--- src/rtl/atten_ctrl_pkg.sv ---
package atten_ctrl_pkg;
   typedef enum logic {
      MODE_PAR = 1'b0,
      MODE_SER = 1'b1
   } prog_mode_e;

   typedef enum logic [1:0] {
      PRE_ZERO = 2'd0,
      PRE_MID  = 2'd1,
      PRE_HIGH = 2'd2,
      PRE_MAX  = 2'd3
   } preset_e;
endpackage

--- src/rtl/atten_in_sync.sv ---
module atten_in_sync #(
   parameter int WIDTH  = 8,
   parameter int STAGES = 2
) (
   input  logic             clk,
   input  logic             rst_n,
   input  logic [WIDTH-1:0] d,
   output logic [WIDTH-1:0] q
);
   if (WIDTH < 1) begin : g_bad_width
      $error("atten_in_sync: WIDTH must be at least 1");
   end
   if (STAGES < 0) begin : g_bad_stages
      $error("atten_in_sync: STAGES must not be negative");
   end

   if (STAGES == 0) begin : g_pass
      assign q = d;
   end else begin : g_chain
      logic [STAGES-1:0][WIDTH-1:0] ff;
      always_ff @(posedge clk) begin
         if (!rst_n) begin
            ff <= '0;
         end else begin
            ff[0] <= d;
            for (int i = 1; i < STAGES; i++) begin
               ff[i] <= ff[i-1];
            end
         end
      end
      assign q = ff[STAGES-1];
   end
endmodule

--- src/rtl/atten_powerup_sel.sv ---
module atten_powerup_sel
   import atten_ctrl_pkg::*;
#(
   parameter int WORD_W = 6
) (
   input  logic              mode_pin,
   input  logic              le_pin,
   input  logic [1:0]        preset,
   input  logic [WORD_W-1:0] par_in,
   output logic [WORD_W-1:0] init_word
);
   localparam logic [WORD_W-1:0] PRE_W_ZERO = '0;
   localparam logic [WORD_W-1:0] PRE_W_MID  = WORD_W'(1) << (WORD_W - 2);
   localparam logic [WORD_W-1:0] PRE_W_HIGH = WORD_W'(1) << (WORD_W - 1);
   localparam logic [WORD_W-1:0] PRE_W_MAX  = '1;

   if (WORD_W < 2) begin : g_bad_width
      $error("atten_powerup_sel: WORD_W must be at least 2");
   end

   always_comb begin
      if (prog_mode_e'(mode_pin) == MODE_SER || le_pin) begin
         init_word = par_in;
      end else begin
         unique case (preset_e'(preset))
            PRE_ZERO: init_word = PRE_W_ZERO;
            PRE_MID:  init_word = PRE_W_MID;
            PRE_HIGH: init_word = PRE_W_HIGH;
            PRE_MAX:  init_word = PRE_W_MAX;
            default:  init_word = PRE_W_ZERO;
         endcase
      end
   end
endmodule

--- src/rtl/atten_serial_shift.sv ---
module atten_serial_shift #(
   parameter int WORD_W    = 6,
   parameter bit MSB_FIRST = 1'b1
) (
   input  logic              clk,
   input  logic              rst_n,
   input  logic [WORD_W-1:0] init_word,
   input  logic              sclk_s,
   input  logic              sdata_s,
   output logic [WORD_W-1:0] shift_q
);
   logic              sclk_d;
   logic              sclk_rise;
   logic [WORD_W-1:0] shift_nx;

   if (WORD_W < 2) begin : g_bad_width
      $error("atten_serial_shift: WORD_W must be at least 2");
   end

   assign sclk_rise = sclk_s & ~sclk_d;

   if (MSB_FIRST) begin : g_msb_first
      assign shift_nx = {shift_q[WORD_W-2:0], sdata_s};
   end else begin : g_lsb_first
      assign shift_nx = {sdata_s, shift_q[WORD_W-1:1]};
   end

   always_ff @(posedge clk) begin
      if (!rst_n) begin
         sclk_d  <= 1'b1;
         shift_q <= init_word;
      end else begin
         sclk_d <= sclk_s;
         if (sclk_rise) begin
            shift_q <= shift_nx;
         end
      end
   end

   // without a serial clock edge the register never moves
   assert_shift_idle_R5: assert property (@(posedge clk) disable iff (!rst_n)
      !(sclk_s && !sclk_d) |=> $stable(shift_q));

   if (MSB_FIRST) begin : g_chk_msb
      // a detected edge lands the data bit in the low position
      assert_shift_entry_R5: assert property (@(posedge clk) disable iff (!rst_n)
         (sclk_s && !sclk_d) |=> (shift_q[0] == $past(sdata_s)));
   end
endmodule

--- src/rtl/step_atten_ctrl.sv ---
module step_atten_ctrl
   import atten_ctrl_pkg::*;
#(
   parameter int WORD_W      = 6,
   parameter int SYNC_STAGES = 2,
   parameter bit MSB_FIRST   = 1'b1
) (
   input  logic              clk,
   input  logic              rst_n,
   input  logic              ps_sel,
   input  logic              le,
   input  logic              sclk,
   input  logic              sdata,
   input  logic [WORD_W-1:0] par_word,
   input  logic [1:0]        preset_sel,
   output logic [WORD_W-1:0] atten_word
);
   localparam int CTRL_W = WORD_W + 4;
   localparam int IX_PS  = WORD_W + 3;
   localparam int IX_LE  = WORD_W + 2;
   localparam int IX_SCK = WORD_W + 1;
   localparam int IX_SDI = WORD_W;

   if (WORD_W < 2) begin : g_bad_width
      $error("step_atten_ctrl: WORD_W must be at least 2");
   end

   logic [CTRL_W-1:0] ctrl_raw;
   logic [CTRL_W-1:0] ctrl_s;
   logic              ps_s;
   logic              le_s;
   logic [WORD_W-1:0] par_s;
   logic [WORD_W-1:0] init_w;
   logic [WORD_W-1:0] shift_w;

   assign ctrl_raw = {ps_sel, le, sclk, sdata, par_word};

   atten_in_sync #(
      .WIDTH  (CTRL_W),
      .STAGES (SYNC_STAGES)
   ) u_sync (
      .clk   (clk),
      .rst_n (rst_n),
      .d     (ctrl_raw),
      .q     (ctrl_s)
   );

   assign ps_s  = ctrl_s[IX_PS];
   assign le_s  = ctrl_s[IX_LE];
   assign par_s = ctrl_s[WORD_W-1:0];

   // initial word is formed from the raw pins while reset holds
   atten_powerup_sel #(
      .WORD_W (WORD_W)
   ) u_pup (
      .mode_pin  (ps_sel),
      .le_pin    (le),
      .preset    (preset_sel),
      .par_in    (par_word),
      .init_word (init_w)
   );

   atten_serial_shift #(
      .WORD_W    (WORD_W),
      .MSB_FIRST (MSB_FIRST)
   ) u_shift (
      .clk       (clk),
      .rst_n     (rst_n),
      .init_word (init_w),
      .sclk_s    (ctrl_s[IX_SCK]),
      .sdata_s   (ctrl_s[IX_SDI]),
      .shift_q   (shift_w)
   );

   always_ff @(posedge clk) begin
      if (!rst_n) begin
         atten_word <= init_w;
      end else if (le_s) begin
         atten_word <= (prog_mode_e'(ps_s) == MODE_SER) ? shift_w : par_s;
      end
   end

   // a low latch enable freezes the word
   assert_hold_R4: assert property (@(posedge clk) disable iff (!rst_n)
      !le_s |=> $stable(atten_word));

   // direct parallel mode passes the parallel word
   assert_direct_R3: assert property (@(posedge clk) disable iff (!rst_n)
      (!ps_s && le_s) |=> (atten_word == $past(par_s)));

   // transparent serial latch passes the shift register
   assert_transparent_R6: assert property (@(posedge clk) disable iff (!rst_n)
      (ps_s && le_s) |=> (atten_word == $past(shift_w)));
endmodule

--- config.mk ---
export PLATFORM = sky130hd
export DESIGN_NAME = step_atten_ctrl
export DESIGN_NICKNAME = d
export VERILOG_FILES = /design/src/rtl/atten_ctrl_pkg.sv /design/src/rtl/atten_in_sync.sv /design/src/rtl/atten_powerup_sel.sv /design/src/rtl/atten_serial_shift.sv /design/src/rtl/step_atten_ctrl.sv
export SDC_FILE = /design/constraint.sdc
export NUM_CORES = 1
export LEC_CHECK = 0
export BUFFER_PORTS_ARGS = -buffer_cell sky130_fd_sc_hd__buf_4
export CAP_MARGIN = 0
export CORE_MARGIN = 2
export CORE_UTILIZATION = 61
export CTS_BUF_LIST = sky130_fd_sc_hd__clkbuf_4 sky130_fd_sc_hd__clkbuf_8
export DETAILED_ROUTE_END_ITERATION = 8
export GPL_TIMING_DRIVEN = 1
export HOLD_SLACK_MARGIN = 0.12
export PLACE_DENSITY = 0.83
export SLEW_MARGIN = 20
export SYNTH_ARGS = -nofsm -noshare
export SYNTH_HDL_FRONTEND = slang
export SYNTH_SLANG_ARGS = --single-unit
--- constraint.sdc ---
create_clock -name clk -period 3.6 [get_ports clk]
set_clock_uncertainty 0.05 [all_clocks]
set_input_delay 0.36 -clock clk [delete_from_list [all_inputs] [get_ports clk]]
set_output_delay 0.36 -clock clk [all_outputs]
set_load 0.01 [all_outputs]
* Word level (Yosys, flattened, before mapping)
Cells that the tools add are included.
** Storage, ports and cells
- Bits in registers :: 33
- Input bits :: 14
- Output and inout port bits :: 6
- Logic and storage cells :: 21
** Operators by class
- Equal/unequal tests :: 5
- Mux-type cells :: 7
- Bitwise gates (word level) :: 2
- Reductions and logical operators :: 2
** Operators with widths (count)
- two-way mux 6 bit :: 6
- one-hot mux 6 bit (4 select lines) :: 1
- == test 2 bit, second input constant :: 2
- != test 2 x 1 -> 1 bit, second input constant :: 2
- == test 2 x 1 -> 1 bit, second input constant :: 1
- logical NOT 2 bit :: 1
- bitwise AND 1 bit :: 1
- logical OR 1 bit :: 1
- NOT 1 bit :: 1

* Logic depth before layout (Yosys ltp)
Gate-level depths: netlist (run 1).
- Depth in word-level cells :: 4
- Depth in mapped cells :: 3
- Gate-level depth less buffers :: 3

* Modules after synthesis
Synthesis (run 1) repeated with hierarchy kept, for this count alone.
** Second synthesis, totals
- Cells, all modules :: 108
- Area, all modules :: 1341.3 µm²
** Modules (own cells, without submodules)
- atten_in_sync :: times used 1, cells an instance 52, area each 636.9 µm², sequential area each 400.4 µm²
- step_atten_ctrl :: times used 1, cells an instance 27, area each 317.8 µm², sequential area each 180.2 µm²
- atten_serial_shift :: times used 1, cells an instance 17, area each 314.1 µm², sequential area each 200.2 µm²
- atten_powerup_sel :: times used 1, cells an instance 12, area each 72.6 µm², sequential area each 0.0 µm²

* Worst setup path before layout (run 1)
OpenSTA, ideal clock, no wires.
- Path kind :: input to register
- Start point :: input port rst_n
- End point :: register u_shift.shift_q[0], enable pin
- Library setup time :: 377 ps
- Arrival time :: 898 ps
- Required time :: 3173 ps
- Setup slack :: 2275 ps
- Stages :: 3
- Buffers on the path :: 2
- Cell sequence :: buf_4 buf_2 o21ai_0
** On the way
- Longest elaborated chain between the ends :: 1
** RTL lines
- from (decl) :: RTL line step_atten_ctrl.sv:9 : input logic rst_n,
- != test 2 x 1 -> 1 bit (no source line)
- to (signal assigned) :: RTL line atten_serial_shift.sv:31 : shift_q <= init_word;
- to (signal assigned) :: RTL line atten_serial_shift.sv:35 : shift_q <= shift_nx;
- to (decl) :: RTL line atten_serial_shift.sv:10 : output logic [WORD_W-1:0] shift_q
Every way passes these cells.
A chain may end at the register's enable or synchronous reset.

* Final worst setup path (run 1)
- Start point :: register u_sync.g_chain.ff, in the netlist u_sync.q[7]
- End point :: register u_shift.shift_q[4], enable pin
** On the way
- Longest elaborated chain between the ends :: 2
** RTL lines
- from (decl) :: RTL line atten_in_sync.sv:20 : logic [STAGES-1:0][WIDTH-1:0] ff;
- from (signal, indexed assignment) :: RTL line atten_in_sync.sv:27 : ff[i] <= ff[i-1];
- bitwise AND 1 bit :: RTL line atten_serial_shift.sv:20 : assign sclk_rise = sclk_s & ~sclk_d;
- != test 2 x 1 -> 1 bit (no source line)
Every way passes these cells.

==> impl_metrics.py, run 1 <==
metrics = {
    "layout": {
        "antenna_cells": 0,
        "drive_gt1_share_pct": 24.6,
        "fin_area_um2": 1410,
        "fin_util_pct": 74.0,
        "syn_to_final_growth_pct": 17.7,
        "final_nets": 131,
        "instances_no_fill": 145,
        "nFillCells": 141,
    },
    "power": {
        "switching_share_pct": 22.5,
        "p_seq_share_pct": 60.8,
        "ir_worst_vdd_mv": 0.331,
        "finalPower_uw": 694,
        "intPower_uw": 538,
        "power.share.clock_pct": 29.7,
        "power.switching_uw": 156,
        "p_leak_nw": 0.560,
        "pwr-share-comb_pct": 9.5,
        "powerDensity_nw_per_um2": 493,
    },
    "timing": {
        "fin_hold_ws_ns": 0.193,
        "slew_violations": 0,
        "fmax_mhz": 694,
        "period_share_pct": 40.0,
        "min_period_ns": 1.44,
        "worst_slack_ns": 2.16,
        "rsz0062_at_grt": "no",
        "setup_viol": 0,
        "tns_ns": 0,
        "tightest_slew_ns": 0.821,
        "hold_viol_final": 0,
        "max_slew_margin_pct": 44.7,
    },
    "floorplan": {
        "die_x_um": 48.3,
        "initial_utilization_pct": 62.9,
        "core_um2": 1900,
        "io_pins": 20,
        "die_area_um2": 2330,
        "die_y_um": 48.3,
        "rows": 16,
    },
    "synth": {
        "yosysSeqAreaShare_pct": 65.3,
        "yosysWarnings": 0,
        "avgSynthCellArea_um2": 12.5,
        "synth_cell_types": 20,
        "syn_nets": 110,
        "syn_inst": 96,
        "yosys_register_bits": 33,
        "synth_area_um2": 1200,
    },
    "critical_path": {
        "max_stage_delay_ns": 0.66,
        "cp_slowest_cell": "o21ai_0",
        "cp_num_buf_inv": 1,
        "crit_start": "u_sync.q[7]$_SDFF_PN0_",
        "path_max_fanout": 6,
        "r2r_start": "u_sync.q[7]$_SDFF_PN0_",
        "rrSetupSlack_ns": 2.16,
        "endpoint_kind": "flop",
        "cp-start-kind": "flop",
        "r2r_end": "u_shift.shift_q[4]$_DFFE_PP_",
        "cp.required_ns": 3.51,
        "r2r_cells": 2,
        "cp.arrival_ns": 1.35,
        "crit_family": "compound AO/OA/AOI/OAI gates",
        "crit_chain": "inv_1, o21ai_0",
        "setup.worst_path.class": "flop to flop",
    },
    "place": {
        "dp.cells": 137,
        "dp_slack_ns": 2.17,
        "dp_hpwl_um": 1400,
        "dpl-instance-area_um2": 1350,
        "io_buffers": 19,
        "gp_congestion": 0.705,
    },
    "run": {
        "maxCapViolations": 0,
    },
    "cts": {
        "cts_buffer_depth": 2,
        "htreeDepth": 2,
        "clock_sinks": 33,
        "cts_setup_buffers": 0,
        "cts.clk_slew.worst_paths_ns": 0.09,
        "cts_resized": 0,
        "postCtsHoldBufs": 0,
        "cts_buffers": 5,
        "worstSkewPairLatency_ns": 0.33,
        "cts_tree": "done",
        "clk_root_buffer_cell": "clkbuf_4",
    },
    "route": {
        "drt_wl_total_um": 1890,
        "dr_wl_met2_um": 941,
        "vias": 716,
        "remaining_drc_errors": 0,
        "top_layer_used": "met4",
        "met3_length_um": 99,
        "m1WireLength_um": 804,
        "drtIter0Drc": 31,
        "dr.pass1.iters": 4,
        "final_antenna_net_count": 0,
        "wl_per_cell_um": 13.0,
        "viasPerCell": 4.94,
    },
    "global_route": {
        "gr-total-overflow": 0,
        "grt_max_degree": 39,
        "grt_pass1_vias": 660,
        "grt_pass1_wl_um": 2970,
        "grt.total_usage_pct": 19.9,
        "antenna_found_initial": 0,
    },
    "worst_hold_path": {
        "hold-path-cell-count": 2,
        "hold_start": "sdata",
        "min_path_type": "input pin to flop",
        "hold_end": "u_sync.g_chain.ff[6]$_SDFF_PN0_",
    },
    "outcome": {
        "status": "completed",
    },
}
-- sequential cells by signal, summed over array words and instances (netlist names) --
| name | count |
|---|---|
| atten_word | 6 |
| u_shift.sclk_d | 1 |
| u_shift.shift_q | 6 |
| u_sync.g_chain.ff | 10 |
| u_sync.q | 10 |
-- layout by cell type (no fill, tap or decap), types with 2 or more instances in the layout --
master and instances:
a211oi_1 2, a21oi_1 8, a22oi_1 4, and2_1 19, buf_4 19, clkbuf_4 5, dfxtp_1 21, edfxtp_1 12
inv_1 3, mux2i_1 6, nor2b_1 4, o21a_1 2, o21ai_0 5
-- worst max path at each step --
| stage | to | slack (ns) | cells past startpoint |
|---|---|---|---|
| finish | u_shift.shift_q[4]$_DFFE_PP_ | 2.16 | 2 |
| CTS | u_shift.shift_q[2]$_DFFE_PP_ | 2.16 | 2 |
| global placement | atten_word[4]$_DFFE_PP_ | 2.21 | 4 |
| detailed placement | u_shift.shift_q[4]$_DFFE_PP_ | 2.17 | 2 |
| global route | u_shift.shift_q[4]$_DFFE_PP_ | 2.07 | 2 |
| floorplan | u_shift.shift_q[0]$_DFFE_PP_ | 2.27 | 3 |
-- Yosys cell counts, drive strengths merged --
| library cell | count | area [um2] |
|---|---|---|
| a21oi | 8 | 40.0 |
| nor2b | 4 | 25.0 |
| dfxtp | 21 | 420 |
| nand2b | 1 | 6.26 |
| a211oi | 2 | 15.0 |
| nor2 | 1 | 11.3 |
| o21a | 2 | 15.0 |
| buf | 2 | 12.5 |
| a22oi | 4 | 30.0 |
| mux2i | 6 | 60.1 |
| nand2 | 1 | 3.75 |
| o21ai | 5 | 25.0 |
| and2 | 20 | 126 |
| edfxtp | 12 | 360 |
| inv | 3 | 11.3 |
| clkbuf | 3 | 12.5 |
| a31oi | 1 | 21.3 |
-- power by group through the flow --
stage | registers, mW | clock network [mW] | logic [mW]
after floorplan | 0.430 | 0 | 0.0347
after global placement | 0.429 | 0 | 0.0637
after detailed placement | 0.430 | 0 | 0.0668
after CTS | 0.422 | 0.210 | 0.0670
after global routing | 0.424 | 0.229 | 0.0739
final | 0.422 | 0.206 | 0.0662
-- logic make-up after synthesis --
family | share of synthesized area [%]
flops | 65.3
compound gates | 12.2
mux | 5.02
buf+inv | 3.03
simple gates | 14.4
-- worst reg2reg max path, cell delays in order, from the launching register on --
cell	delay, ns
dfxtp_1	0.33
inv_1	0.05
o21ai_0	0.66
-- layout make-up --
type | instances | area (um2) | share of cell area, %
sequential | 33 | 781 | 55.5
multi-input combinational | 55 | 379 | 26.9
timing repair buffer | 19 | 143 | 10.1
clock buffer | 6 | 51.3 | 3.64
tap | 27 | 33.8 | 2.40
inverter | 3 | 11.3 | 0.800
clock inverter | 2 | 8.76 | 0.622
-- per-layer routing --
metal,global-route usage (%),vias up
met5,0,-
met4,9.73,0
met3,7.78,5
met2,30.3,24
met1,24.8,316
li1,-,371
No activity file was read; power rests on OpenSTA's default activity.
==> inputs of run 2 (changes only) <==
--- a/config.mk
+++ b/config.mk
@@ -8,12 +8,12 @@
 export BUFFER_PORTS_ARGS = -buffer_cell sky130_fd_sc_hd__buf_4
 export CAP_MARGIN = 0
 export CORE_MARGIN = 2
-export CORE_UTILIZATION = 61
+export CORE_UTILIZATION = 56
 export CTS_BUF_LIST = sky130_fd_sc_hd__clkbuf_4 sky130_fd_sc_hd__clkbuf_8
 export DETAILED_ROUTE_END_ITERATION = 8
 export GPL_TIMING_DRIVEN = 1
 export HOLD_SLACK_MARGIN = 0.12
-export PLACE_DENSITY = 0.83
+export PLACE_DENSITY = 0.76
 export SLEW_MARGIN = 20
 export SYNTH_ARGS = -nofsm -noshare
 export SYNTH_HDL_FRONTEND = slang
==> constraint.sdc (replaced) <==
create_clock -name clk -period 1.4 [get_ports clk]
set_clock_uncertainty 0.05 [all_clocks]
set_input_delay 0.14 -clock clk [delete_from_list [all_inputs] [get_ports clk]]
set_output_delay 0.14 -clock clk [all_outputs]
set_load 0.01 [all_outputs]
==> run 2 against run 1 <==
Net effect:
- hold slack worse by 0.0024 ns
- die area is 8.2% higher
- sequential share of layout area is 4.8 points lower
- flip-flop and latch count stayed put
- sequential power grew to 2.6 times the previous value
- combinational power grew to 3.1 times the previous value
- critical path type is now input pin to flop
- power grew to 2.6 times the previous value
- first-iteration DRC count is 19% lower
==> impl_metrics.py, run 2 (synthesized netlist as in run 1, its figures left out) <==
metrics = {
    "global_route": {
        "antenna_found_initial": 0,
        "grt_pass1_wl_um": 3280,
        "grt_max_degree": 20,
        "grt_pass1_vias": 760,
        "grt.total_usage_pct": 18.5,
        "gr-total-overflow": 0,
    },
    "floorplan": {
        "die_area_um2": 2520,
        "io_pins": 20,
        "die_x_um": 50.2,
        "die_y_um": 50.2,
        "initial_utilization_pct": 60.4,
        "rows": 16,
        "core_um2": 1980,
    },
    "layout": {
        "drive_gt1_share_pct": 25.0,
        "final_common_cell": "buf_4",
        "syn_to_final_growth_pct": 28.9,
        "antenna_cells": 0,
        "nFillCells": 120,
        "final_nets": 145,
        "instances_no_fill": 159,
        "final_cell_mix": "22 x buf_4, 21 x dfxtp_1, 19 x and2_1, 12 x edfxtp_1, 11 x dlygate4sd3_1",
        "fin_area_um2": 1540,
    },
    "cts": {
        "clock_sinks": 33,
        "cts_tree": "done",
        "cts_buffers": 5,
        "cts_buffer_depth": 2,
        "cts_setup_buffers": 0,
        "cts.clk_slew.worst_paths_ns": 0.09,
        "clk_root_buffer_cell": "clkbuf_4",
        "htreeDepth": 2,
        "worstSkewPairLatency_ns": 0.31,
    },
    "timing": {
        "fmax_mhz": 745,
        "slew_violations": 0,
        "hold_viol_final": 0,
        "min_period_ns": 1.34,
        "fin_hold_ws_ns": 0.191,
        "tightest_slew_ns": 0.509,
        "rsz0062_at_grt": "no",
        "period_share_pct": 95.9,
        "max_slew_margin_pct": 65.8,
        "setup_viol": 0,
        "worst_slack_ns": 0.0575,
    },
    "critical_path": {
        "cp_common_cell": "buf_4",
        "setup.worst_path.class": "input pin to flop",
        "crit_chain": "dlygate4sd3_1, buf_4, buf_4, nand2b_1",
        "cp.arrival_ns": 1.30,
        "path_max_fanout": 19,
        "cp_slowest_cell": "dlygate4sd3_1",
        "endpoint_kind": "flop",
        "max_stage_delay_ns": 0.54,
        "cp-start-kind": "input pin",
        "cp.required_ns": 1.36,
    },
    "place": {
        "dp_slack_ns": -0.0378,
        "dp_hpwl_um": 1380,
        "io_buffers": 19,
        "dpl-instance-area_um2": 1370,
        "dp.cells": 140,
        "gp_congestion": 0.778,
    },
    "route": {
        "viasPerCell": 5.13,
        "vias": 815,
        "remaining_drc_errors": 0,
        "dr.pass1.iters": 4,
        "wl_per_cell_um": 12.6,
        "drt_wl_total_um": 2010,
        "drtIter0Drc": 25,
        "final_antenna_net_count": 0,
    },
    "outcome": {
        "status": "completed",
    },
    "power": {
        "ir_worst_vdd_mv": 0.720,
        "p_leak_nw": 0.619,
        "powerDensity_nw_per_um2": 1170,
    },
    "worst_hold_path": {
        "min_path_type": "input pin to flop",
    },
    "run": {
        "maxCapViolations": 0,
    },
}
[run 2: final cells by class]
cell class	count	area [um2]	area share, %
clock inverter	1	3.75	0.244
clock buffer	7	52.6	3.41
tap	27	33.8	2.19
timing repair buffer	33	275	17.9
sequential	33	781	50.6
multi-input combinational	55	384	24.9
inverter	3	11.3	0.731
[run 2: final timing paths]
kind	start	endpoint	slack, ns	cells after the start
worst max register to register	u_sync.q[9]$_SDFF_PN0_	atten_word[3]$_DFFE_PP_	0.18	2
worst max-delay path	rst_n	atten_word[5]$_DFFE_PP_	0.06	4
worst min register to register	u_sync.g_chain.ff[2]$_SDFF_PN0_	u_sync.q[2]$_SDFF_PN0_	0.39	1
worst min-delay path	preset_sel[1]	atten_word[5]$_DFFE_PP_	0.19	3
[run 2: per-stage QoR]
step           util (%)  total power, mW  TNS [ns]
5_1_grt            77.8             1.89         0
2_1_floorplan         -             1.19         0
3_3_place_gp       69.1             1.28         0
3_5_place_dp       69.1             1.28    -0.227
6_report           77.8             1.81         0
4_1_cts            77.5             1.81         0
[run 2: worst max-delay path, delay by kind of cell]
kind          cells  cell delay [ns]
buf+inv           3             0.93
simple gates      1             0.23
[run 2: where the power goes]
part	internal, mW	leakage, nW	switching, mW
Sequential	1.06	0.293	0.0205
Combinational	0.112	0.292	0.0917
Clock	0.232	0.0338	0.289
[run 2: layer usage]
metal / vias to the layer above / track usage, % / routed length [um]
met5: - / 0 / 0
met4: 0 / 9.72 / 14
met3: 2 / 6.55 / 122
met2: 26 / 28.7 / 986
met1: 387 / 22.5 / 881
li1: 400 / - / -
[run 2: what timing repair did]
item                       in CTS  in global routing
hold buffers                   11                  0
resized for setup               1                  1
gates cloned                    0                  0
setup endpoints to repair       6                  1
hold endpoints to repair       11                  0
